===== src/rtl/pwm_timer_pkg.sv =====
package pwm_timer_pkg;

  localparam int REG_W = 16;
  localparam int NUM_GR = 4;

  localparam logic [5:0] OFS_CTRL = 6'h00;
  localparam logic [5:0] OFS_MODE = 6'h04;
  localparam logic [5:0] OFS_PINC = 6'h08;
  localparam logic [5:0] OFS_IEN  = 6'h0C;
  localparam logic [5:0] OFS_STAT = 6'h10;
  localparam logic [5:0] OFS_CNT  = 6'h14;
  localparam logic [5:0] OFS_GRA  = 6'h18;
  localparam logic [5:0] OFS_GRB  = 6'h1C;
  localparam logic [5:0] OFS_GRC  = 6'h20;
  localparam logic [5:0] OFS_GRD  = 6'h24;

  localparam logic [1:0] EDGE_RISE = 2'd0;
  localparam logic [1:0] EDGE_FALL = 2'd1;
  localparam logic [1:0] EDGE_BOTH = 2'd2;

  localparam logic [1:0] MODE_PWM = 2'd2;

  typedef struct packed {
    logic              run;
    logic              wrCtrl;
    logic              wrMode;
    logic              wrPinc;
    logic              wrIen;
    logic              wrStat;
    logic              wrCnt;
    logic [NUM_GR-1:0] wrGr;
  } chanStrobe_t;

  typedef struct packed {
    logic [7:0]                   ctrl;
    logic [6:0]                   mode;
    logic [2:0]                   pinc;
    logic [7:0]                   ien;
    logic [1:0]                   stat;
    logic [REG_W-1:0]             cnt;
    logic [NUM_GR-1:0][REG_W-1:0] gr;
  } chanView_t;

  // Last value of the divider counter for each prescale code.
  function automatic logic [5:0] divLimit(input logic [2:0] code);
    case (code)
      3'd1:    divLimit = 6'd3;
      3'd2:    divLimit = 6'd15;
      3'd3:    divLimit = 6'd63;
      default: divLimit = 6'd0;
    endcase
  endfunction

endpackage


===== src/rtl/pwm_timer_ctrl.sv =====
module pwm_timer_ctrl
  import pwm_timer_pkg::*;
#(
  parameter int NUM_CH = 4,
  parameter int ADDR_W = 8
) (
  input  logic              clk,
  input  logic              rstN,
  input  logic              regWe,
  input  logic [ADDR_W-1:0] regAddr,
  input  logic [REG_W-1:0]  regWdata,
  input  chanView_t         chanViews [NUM_CH],
  output chanStrobe_t       strobes   [NUM_CH],
  output logic [REG_W-1:0]  regRdata
);

  localparam int CH_BASE = 'h10;
  localparam int STRIDE_LOG = 6;
  localparam int IDX_W = ADDR_W - STRIDE_LOG;

  logic [NUM_CH-1:0] runBits;
  logic [ADDR_W-1:0] relAddr;
  logic [IDX_W-1:0]  chIdx;
  logic [5:0]        ofs;
  logic              inChan;
  logic              runWr;

  assign relAddr = regAddr - ADDR_W'(CH_BASE);
  assign chIdx   = relAddr[ADDR_W-1:STRIDE_LOG];
  assign ofs     = relAddr[STRIDE_LOG-1:0];
  assign inChan  = (regAddr >= ADDR_W'(CH_BASE)) && (int'(chIdx) < NUM_CH);
  assign runWr   = regWe && (regAddr == '0);

  always_ff @(posedge clk) begin
    if (!rstN) runBits <= '0;
    else if (runWr) runBits <= regWdata[NUM_CH-1:0];
  end

  for (genvar g = 0; g < NUM_CH; g++) begin : gStrobe
    logic hit;
    assign hit = regWe && inChan && (chIdx == IDX_W'(g));
    always_comb begin
      strobes[g].run    = runBits[g];
      strobes[g].wrCtrl = hit && (ofs == OFS_CTRL);
      strobes[g].wrMode = hit && (ofs == OFS_MODE);
      strobes[g].wrPinc = hit && (ofs == OFS_PINC);
      strobes[g].wrIen  = hit && (ofs == OFS_IEN);
      strobes[g].wrStat = hit && (ofs == OFS_STAT);
      strobes[g].wrCnt  = hit && (ofs == OFS_CNT);
      strobes[g].wrGr   = {hit && (ofs == OFS_GRD), hit && (ofs == OFS_GRC),
                           hit && (ofs == OFS_GRB), hit && (ofs == OFS_GRA)};
    end
  end

  chanView_t selView;

  always_comb begin
    selView = '0;
    for (int c = 0; c < NUM_CH; c++)
      if (chIdx == IDX_W'(c)) selView = chanViews[c];
    regRdata = '0;
    if (regAddr == '0) begin
      regRdata[NUM_CH-1:0] = runBits;
    end else if (inChan) begin
      case (ofs)
        OFS_CTRL: regRdata = REG_W'(selView.ctrl);
        OFS_MODE: regRdata = REG_W'(selView.mode);
        OFS_PINC: regRdata = REG_W'(selView.pinc);
        OFS_IEN:  regRdata = REG_W'(selView.ien);
        OFS_STAT: regRdata = REG_W'(selView.stat);
        OFS_CNT:  regRdata = selView.cnt;
        OFS_GRA:  regRdata = selView.gr[0];
        OFS_GRB:  regRdata = selView.gr[1];
        OFS_GRC:  regRdata = selView.gr[2];
        OFS_GRD:  regRdata = selView.gr[3];
        default:  regRdata = '0;
      endcase
    end
  end

  // a run-register write replaces every bit
  assert_run_load_R3: assert property (@(posedge clk) disable iff (!rstN)
    runWr |=> runBits == $past(regWdata[NUM_CH-1:0]));

  // without a write the run bits keep their value
  assert_run_hold_R3: assert property (@(posedge clk) disable iff (!rstN)
    !runWr |=> $stable(runBits));

endmodule


===== src/rtl/pwm_timer_chan.sv =====
module pwm_timer_chan
  import pwm_timer_pkg::*;
(
  input  logic             clk,
  input  logic             rstN,
  input  chanStrobe_t      strb,
  input  logic [REG_W-1:0] wdata,
  output chanView_t        view,
  output logic             pinOut
);

  logic [7:0]                   ctrlR;
  logic [6:0]                   modeR;
  logic [2:0]                   pincR;
  logic [7:0]                   ienR;
  logic [1:0]                   statR;
  logic [REG_W-1:0]             cnt;
  logic [NUM_GR-1:0][REG_W-1:0] gr;
  logic [5:0]                   psCnt;

  // Prescaler and edge selection
  logic [5:0] divMax;
  logic       riseTick, fallTick, tick;

  assign divMax   = divLimit(ctrlR[2:0]);
  assign riseTick = strb.run && (psCnt == divMax);
  assign fallTick = strb.run && (psCnt == (divMax >> 1));

  always_comb begin
    case (ctrlR[4:3])
      EDGE_FALL: tick = fallTick;
      EDGE_BOTH: tick = riseTick || fallTick;
      default:   tick = riseTick;
    endcase
  end

  always_ff @(posedge clk) begin
    if (!rstN || !strb.run) psCnt <= '0;
    else if (psCnt == divMax) psCnt <= '0;
    else psCnt <= psCnt + 6'd1;
  end

  // Clear source and next count
  logic             clrEn, clrHit, hitA, hitB;
  logic [REG_W-1:0] clrVal, nextCnt;

  always_comb begin
    clrEn  = 1'b1;
    clrVal = gr[0];
    case (ctrlR[7:5])
      3'd1:    clrVal = gr[0];
      3'd2:    clrVal = gr[1];
      3'd5:    clrVal = gr[2];
      3'd6:    clrVal = gr[3];
      default: clrEn = 1'b0;
    endcase
  end

  assign clrHit  = clrEn && (cnt == clrVal);
  assign nextCnt = clrHit ? '0 : cnt + 1'b1;
  assign hitA    = nextCnt == gr[0];
  assign hitB    = nextCnt == gr[1];

  // Pin level on a count tick
  logic pinNext;

  always_comb begin
    pinNext = pinOut;
    if ((modeR[1:0] == MODE_PWM) && clrHit) pinNext = pincR[2];
    if (hitA) begin
      case (pincR[1:0])
        2'd1:    pinNext = 1'b0;
        2'd2:    pinNext = 1'b1;
        2'd3:    pinNext = ~pinNext;
        default: pinNext = pinNext;
      endcase
    end
  end

  always_ff @(posedge clk) begin
    if (!rstN) begin
      ctrlR  <= '0;
      modeR  <= '0;
      pincR  <= '0;
      ienR   <= '0;
      statR  <= '0;
      cnt    <= '0;
      gr     <= '0;
      pinOut <= 1'b0;
    end else begin
      if (strb.wrCtrl) ctrlR <= wdata[7:0];
      if (strb.wrMode) modeR <= wdata[6:0] & 7'h73;
      if (strb.wrIen)  ienR  <= wdata[7:0];
      if (strb.wrPinc) pincR <= wdata[2:0];
      for (int i = 0; i < NUM_GR; i++)
        if (strb.wrGr[i]) gr[i] <= wdata;
      if (strb.wrCnt) cnt <= wdata;
      else if (tick)  cnt <= nextCnt;
      if (strb.wrPinc) pinOut <= wdata[2];
      else if (tick)   pinOut <= pinNext;
      statR <= (strb.wrStat ? wdata[1:0] : statR) | (tick ? {hitB, hitA} : 2'b00);
    end
  end

  assign view = '{ctrl: ctrlR, mode: modeR, pinc: pincR, ien: ienR,
                  stat: statR, cnt: cnt, gr: gr};

  // a stopped channel keeps its counter
  assert_hold_stopped_R3: assert property (@(posedge clk) disable iff (!rstN)
    (!strb.run && !strb.wrCnt) |=> $stable(cnt));

  // reaching the clear source returns the counter to zero
  assert_clear_zero_R6: assert property (@(posedge clk) disable iff (!rstN)
    (tick && clrHit && !strb.wrCnt) |=> cnt == '0);

  // a pin-control write sets the pin to its initial level at once
  assert_pin_init_R9: assert property (@(posedge clk) disable iff (!rstN)
    strb.wrPinc |=> pinOut == $past(wdata[2]));

  // status flags are sticky until software writes them
  assert_flag_sticky_R11: assert property (@(posedge clk) disable iff (!rstN)
    (statR[0] && !strb.wrStat) |=> statR[0]);

endmodule


===== src/rtl/pwm_timer_unit.sv =====
module pwm_timer_unit
  import pwm_timer_pkg::*;
#(
  parameter int NUM_CH = 4,
  parameter int ADDR_W = 8
) (
  input  logic              clk,
  input  logic              rstN,
  input  logic              regWe,
  input  logic [ADDR_W-1:0] regAddr,
  input  logic [REG_W-1:0]  regWdata,
  output logic [REG_W-1:0]  regRdata,
  output logic [NUM_CH-1:0] pwmOut
);

  chanStrobe_t strobes   [NUM_CH];
  chanView_t   chanViews [NUM_CH];

  pwm_timer_ctrl #(.NUM_CH(NUM_CH), .ADDR_W(ADDR_W)) uCtrl (
    .clk      (clk),
    .rstN     (rstN),
    .regWe    (regWe),
    .regAddr  (regAddr),
    .regWdata (regWdata),
    .chanViews(chanViews),
    .strobes  (strobes),
    .regRdata (regRdata)
  );

  for (genvar g = 0; g < NUM_CH; g++) begin : gChan
    pwm_timer_chan uChan (
      .clk   (clk),
      .rstN  (rstN),
      .strb  (strobes[g]),
      .wdata (regWdata),
      .view  (chanViews[g]),
      .pinOut(pwmOut[g])
    );
  end

endmodule


===== config.mk =====
export PLATFORM = sky130hd
export DESIGN_NAME = pwm_timer_unit
export DESIGN_NICKNAME = d
export VERILOG_FILES = /design/src/rtl/pwm_timer_pkg.sv /design/src/rtl/pwm_timer_ctrl.sv /design/src/rtl/pwm_timer_chan.sv /design/src/rtl/pwm_timer_unit.sv
export SDC_FILE = /design/constraint.sdc
export NUM_CORES = 2
export LEC_CHECK = 0
export ABC_CLOCK_PERIOD_IN_PS = 7840
export CORE_UTILIZATION = 50
export CTS_CLUSTER_DIAMETER = 40
export DETAILED_ROUTE_END_ITERATION = 16
export PLACE_DENSITY = 0.7
export SETUP_SLACK_MARGIN = 0.15
export SLEW_MARGIN = 25
export SYNTH_ARGS = -nofsm -noshare
export SYNTH_HDL_FRONTEND = slang
export SYNTH_SLANG_ARGS = --single-unit

===== constraint.sdc =====
create_clock -name clk -period 7.84 [get_ports clk]
set_input_delay 1.568 -clock clk [delete_from_list [all_inputs] [get_ports clk]]
set_output_delay 1.568 -clock clk [all_outputs]
set_load 0.005 [all_outputs]

== Word-level counts from Yosys, hierarchy flattened ==
Index checks and enable logic that the tools add are counted.
Cells by class
  multiplexer cells: 64
  reductions and logical operators: 94
  order comparisons: 1
  bitwise gates (word level): 8
  equal/unequal tests: 84
  $add $sub $neg: 9
Operators by type and width (number)
  two-way mux 108 bit: 4
  two-way mux 16 bit: 13
  equality test 16 bit: 12
  one-hot mux 16 bit (3 select lines): 4
  one-hot mux 16 bit (10 select lines): 1
  one-hot mux 6 bit (3 select lines): 4
  adder 16 x 1 -> 16 bit (second input constant): 4
  logical AND 1 bit: 62
  equality test 2 bit (second input constant): 18
  equality test 3 x 2 -> 1 bit (second input constant): 12
  adder 6 x 1 -> 6 bit (second input constant): 4
  equality test 3 x 1 -> 1 bit (second input constant): 8
  equality test 3 bit (second input constant): 8
  equality test 6 x 5 -> 1 bit: 4
  equality test 6 x 5 -> 1 bit (second input constant): 4
  equality test 6 bit: 4
  two-way mux 1 bit: 20
  equality test 2 x 1 -> 1 bit (second input constant): 9
  two-way mux 2 bit: 8
  nonzero test 2 bit: 8
  OR reduction 4 bit: 4
  equality test 6 x 4 -> 1 bit (second input constant): 2
  equality test 6 bit (second input constant): 2
  two-way mux 12 bit: 1
  14 further kinds: 40
Word-level totals
  logic and storage cells: 309
  output and inout port bits: 20
  input port bits: 27
  register bits: 456

== Longest topological paths before layout ==
  depth in word-level cells: 11
  gate-level depth with buffers: 20
  gate-level depth less buffers: 13

== Cells and area by module ==
From an unflattened synthesis, not the netlist that was laid out.
Unflattened totals
  cells, all modules: 3857
  area total of the unflattened synthesis: 31644.1 sq um
By module, submodules not included
  pwm_timer_chan at gChan[1].uChan ...: times used 2, sequential area each 2262.2 sq um, cells each 758, area an instance 6608.8 sq um
  pwm_timer_chan at gChan[0].uChan: times used 1, sequential area each 2262.2 sq um, cells each 785, area an instance 6772.7 sq um
  pwm_timer_chan at gChan[3].uChan: times used 1, sequential area each 2262.2 sq um, cells each 775, area an instance 6477.5 sq um
  pwm_timer_ctrl: times used 1, sequential area each 80.1 sq um, cells each 781, area an instance 5176.2 sq um

== Least setup slack after synthesis ==
Ideal clock, no wire load.
  path type: input-to-output
  from: input port regAddr[7]
  to: output port regRdata[14]
  setup slack: 2.755 ns
  path buffers: 4
  arrival time: 3.517 ns
  cell stages on the path: 9
  required time: 6.272 ns
  cell sequence: clkbuf_1 -> o21ai_0 -> clkbuf_1 -> buf_1 -> buf_1 -> nand2_1 -> a221oi_1 -> nor4_1 -> a21oi_1
On the way
  word-level cells in the longest chain between the ends: 9
  elaborated cells on any way between the ends: 14
  classes of those cells: 1 x add/sub; 1 x order compare; 3 x eq/ne; 7 x mux; 2 x reduce/logical
RTL lines
  from (decl): line pwm_timer_unit.sv:10  | input logic [ADDR_W-1:0] regAddr,
  subtractor 8 x 5 -> 8 bit: line pwm_timer_ctrl.sv:28  | assign relAddr = regAddr - ADDR_W'(CH_BASE);
  zero test 2 bit: line pwm_timer_ctrl.sv:60  | if (chIdx == IDX_W'(c)) selView = chanViews[c];
  two-way mux 108 bit (4 in series): line pwm_timer_ctrl.sv:60
  one-hot mux 16 bit (10 select lines): line pwm_timer_ctrl.sv:65  | case (ofs)
  two-way mux 16 bit: line pwm_timer_ctrl.sv:64  | end else if (inChan) begin
  two-way mux 12 bit *: line pwm_timer_ctrl.sv:62  | if (regAddr == '0) begin
  to (decl): line pwm_timer_unit.sv:12  | output logic [REG_W-1:0] regRdata,
Mark *: on every way between the ends. The rest lies on a longest branch, timed or not.

== Final worst setup path ==
  from: input port regAddr[4]
  to: output port regRdata[7]
The elaborated chain is that of the path after synthesis.

==> summary.md <==
| Metric | Value |
|---|---|
| Outcome | `completed` |
| Worst hold slack | `~0.45 ns` |
| Clk root buf | `clkbuf_16` |
| Synth Flop Type | `dfxtp_1` |
| Setup TNS | `0 ns` |
| Drt total wl | `between 100000 and 150000 microns` |
| Largest net degree at the start of global routing | `about 130` |
| Yosys warns | `0` |
| EDFF count, synth | `0` |
| NumNets Final | `3885` |
| CTS Buf Count | `84` |
| First-pass GRT wire length | `around 180000 microns` |
| CTS tree | `built` |
| Antenna viol nets, final | `0` |
| Buffers on Ports | `46` |
| Vias | `roughly 32k` |
| Ports | `47` |
| Cell Pwr Density | `a little over 200 nW/um^2` |
| Clock Tree Buf Depth | `3` |
| # DRC | `0` |
| GRT overflow | `0` |
| Final WS setup | `approximately 0.82 ns` |
| Worst path arrival time | `5.45 ns` |
| Cell variety after synth | `between 90 and 100` |
| Sequential Area | `approximately 9100 sq um` |
| Slew headroom | `0.267` |
| Post_cts resized | `0` |
| Vias in the first global route | `about 28k` |
| Die Area | `~58000 sq um` |
| Placed Area | `29100 sq um` |
| Drt via density | `around 6.8` |
| Max_cap viols | `0` |
| Crit start category | `primary input` |
| Max FO, Critical Path | `36` |
| Placement Setup Slack | `1.02 ns` |
| Minimum clock period | `approximately 7.0 ns` |
| CTS clk-pin slew, worst paths | `approximately 0.050 ns` |
| Final-report hold violation count | `0` |
| Layout cells sized above 1 | `0.0802` |
| Setup Crit Path Kind | `in -> out` |
| Fmax | `143 MHz` |
| Worst Tran Pin Value | `between 1 and 1.5 ns` |
| Gp weighted congestion | `approximately 1.0` |
| GRT Total Usage | `0.425` |
| Slew Limit Fails | `0` |
| Tcrit/Tclk final | `0.895` |
| Chip Width | `between 200 and 250 microns` |
| Leak pwr | `slightly above 0.01 uW` |
| Final instance area | `between 30000 and 40000 sq um` |
| Post-Syn Area | `about 29000 sq um` |
| Multi-input logic area | `about 18000 sq um` |
| DRT iter0 DRCs | `roughly 5.1k` |
| Initial Util | `0.507` |
| VDD IR max | `between 200 and 250 uV` |
| Cell row count | `87` |
| Pwr Total | `6480 uW` |
| Area Growth Syn to Fin | `12.5%` |
| Crit path capture type | `primary output` |
| Fillers | `around 5.4k` |
| Synth async-reset ratio | `0` |
| Cells after Synth | `3986` |
| Hold Path Class | `reg -> reg` |
| Initial antenna violation count | `7` |
| Pre-antenna DRT Iters | `7` |
| Clock Skews | `between 0.03 and 0.04 ns` |
| Net count after synthesis | `4037` |
| Post-CTS Hold Fix Bufs | `0` |
| # setup viols final | `0` |
| Post CTS Setup Buffer Count | `0` |
| CTS H-tree depth | `3` |
| Seq/Total Area, Yosys | `0.320` |
| Routed len/inst | `27.1 microns` |
| Worst Path Required | `between 6 and 7 ns` |
| Syn avg cell area | `approximately 7.2 sq um` |
| Clock insertion delay at the later pin of the skew report | `approximately 0.67 ns` |
| Register bit total from synthesis | `about 460` |
| Post-DP HPWL | `between 80000 and 90000 microns` |
| Clk sinks | `around 460` |
| Die Ht | `approximately 240 microns` |
| RSZ-0062 raised after global routing | `no` |
| Core footprint | `about 56000 sq um` |
-- cells in the mapped netlist, types with 27 or more instances --
cell type  number  area, sq um
a211oi_1       46          345
a21oi_1       456         2280
a221oi_1       69          604
a22oi_1       164         1230
a31oi_1        29          181
buf_2          27          135
clkbuf_1      286         1070
dfxtp_1       456         9130
inv_1          88          330
mux2_2         29          327
mux2i_1        47          470
nand2_1       855         3210
nand3_1        89          445
nand4_1        35          219
nor2_1        298         1120
nor2b_1        37          231
nor3_1         63          315
nor4_1         27          169
o21ai_0       136          681
o221ai_1       34          298
o22ai_1        93          582
xnor2_1        91          797
xor2_1         57          499
-- worst paths after layout --
path	slack, ns	depth (start not counted)	end	start
worst max-delay path	0.82	11	regRdata[7]	regAddr[4]
worst min-delay path	0.45	2	gChan[3].uChan.ienR[4]	gChan[3].uChan.ienR[4]
worst max register to register	2.30	13	gChan[3].uChan.pinOut	gChan[3].uChan.ctrlR[6]
worst min register to register	0.45	2	gChan[3].uChan.ienR[4]	gChan[3].uChan.ienR[4]
-- through the flow --
step / util / instances
2_1_floorplan: - / 3986
5_1_grt: 0.570 / 4662
6_report: 0.570 / 4663
4_1_cts: 0.569 / 4661
3_3_place_gp: 0.516 / 4504
3_5_place_dp: 0.516 / 4504
-- per-layer routing --
metal  track usage  part of all wire
met5             0           0.00063
met1         0.584              0.40
met4         0.219             0.058
met2         0.595              0.40
met3         0.124              0.14
-- flip-flops by register name (all words and copies together) (netlist names) --
name,flops
gChan.uChan.pincR,12
gChan.uChan.statR,8
gChan.uChan.view,256
gChan.uChan.ienR,32
gChan.uChan.pinOut,4
gChan.uChan.cnt,64
gChan.uChan.ctrlR,32
gChan.uChan.modeR,20
gChan.uChan.psCnt,24
uCtrl.runBits,4
-- placed cells by master (no fill, tap or decap), types with 12 or more instances in the layout --
cell type / synthesis / layout
mux2i_1: 47 / 47
nor3_1: 63 / 63
buf_4: 14 / 74
a222oi_1: 21 / 21
nand3_1: 89 / 89
clkdlybuf4s50_1: 0 / 33
mux2_2: 29 / 29
nor4b_1: 18 / 18
o21ai_0: 136 / 134
xor2_1: 57 / 57
a311oi_1: 13 / 13
ha_1: 24 / 23
nor2_1: 298 / 287
nand2b_1: 26 / 26
nand2_1: 855 / 854
a21oi_1: 456 / 455
a22o_1: 20 / 20
nand4_1: 35 / 35
xnor2_1: 91 / 91
o211ai_1: 15 / 15
a221oi_1: 69 / 69
o22ai_1: 93 / 93
a211oi_1: 46 / 46
clkbuf_16: 0 / 86
clkinvlp_4: 0 / 12
inv_1: 88 / 88
and3_1: 24 / 24
nor4_1: 27 / 27
nor2b_1: 37 / 37
a22oi_1: 164 / 164
o32ai_1: 13 / 13
dfxtp_1: 456 / 456
or3_1: 26 / 26
o31ai_1: 16 / 15
o221ai_1: 34 / 34
a31oi_1: 29 / 29
-- cell families after synthesis --
logic type | after synthesis | share of synthesized area
xor gates and xnor gates | 148 | 0.0454
AOI/OAI and AO/OA | 1248 | 0.285
adders and majority gates | 24 | 0.0105
DFF | 456 | 0.320
buffers and inverters | 447 | 0.0629
muxes | 76 | 0.0279
and+or+nand+nor | 1587 | 0.249
-- worst max-delay path, stage by stage --
cell             delay (ns)
clkdlybuf4s50_1        0.42
buf_4                  0.20
o21ai_0                0.45
o21ai_4                0.34
buf_12                 0.28
a22oi_1                0.19
nor2_1                 0.06
or3_1                  0.38
o31ai_1                0.67
o21ai_0                0.34
clkdlybuf4s50_1        0.53
-- cell type report --
cell class / count / area share
diodes: 2 / 0.000156
flip-flops and latches: 456 / 0.284
repair buffers: 120 / 0.0305
well taps: 756 / 0.0294
clock inverters: 56 / 0.0223
inverters: 89 / 0.0106
clock buffers: 101 / 0.0715
multi-input cells: 3083 / 0.551
-- power breakdown --
group	total [uW]	switching [uW]	internal, uW
Sequential	2330	7.57	2320
Clock	3880	1460	2420
Combinational	272	216	55.4
(Power assumes the default switching activity.)
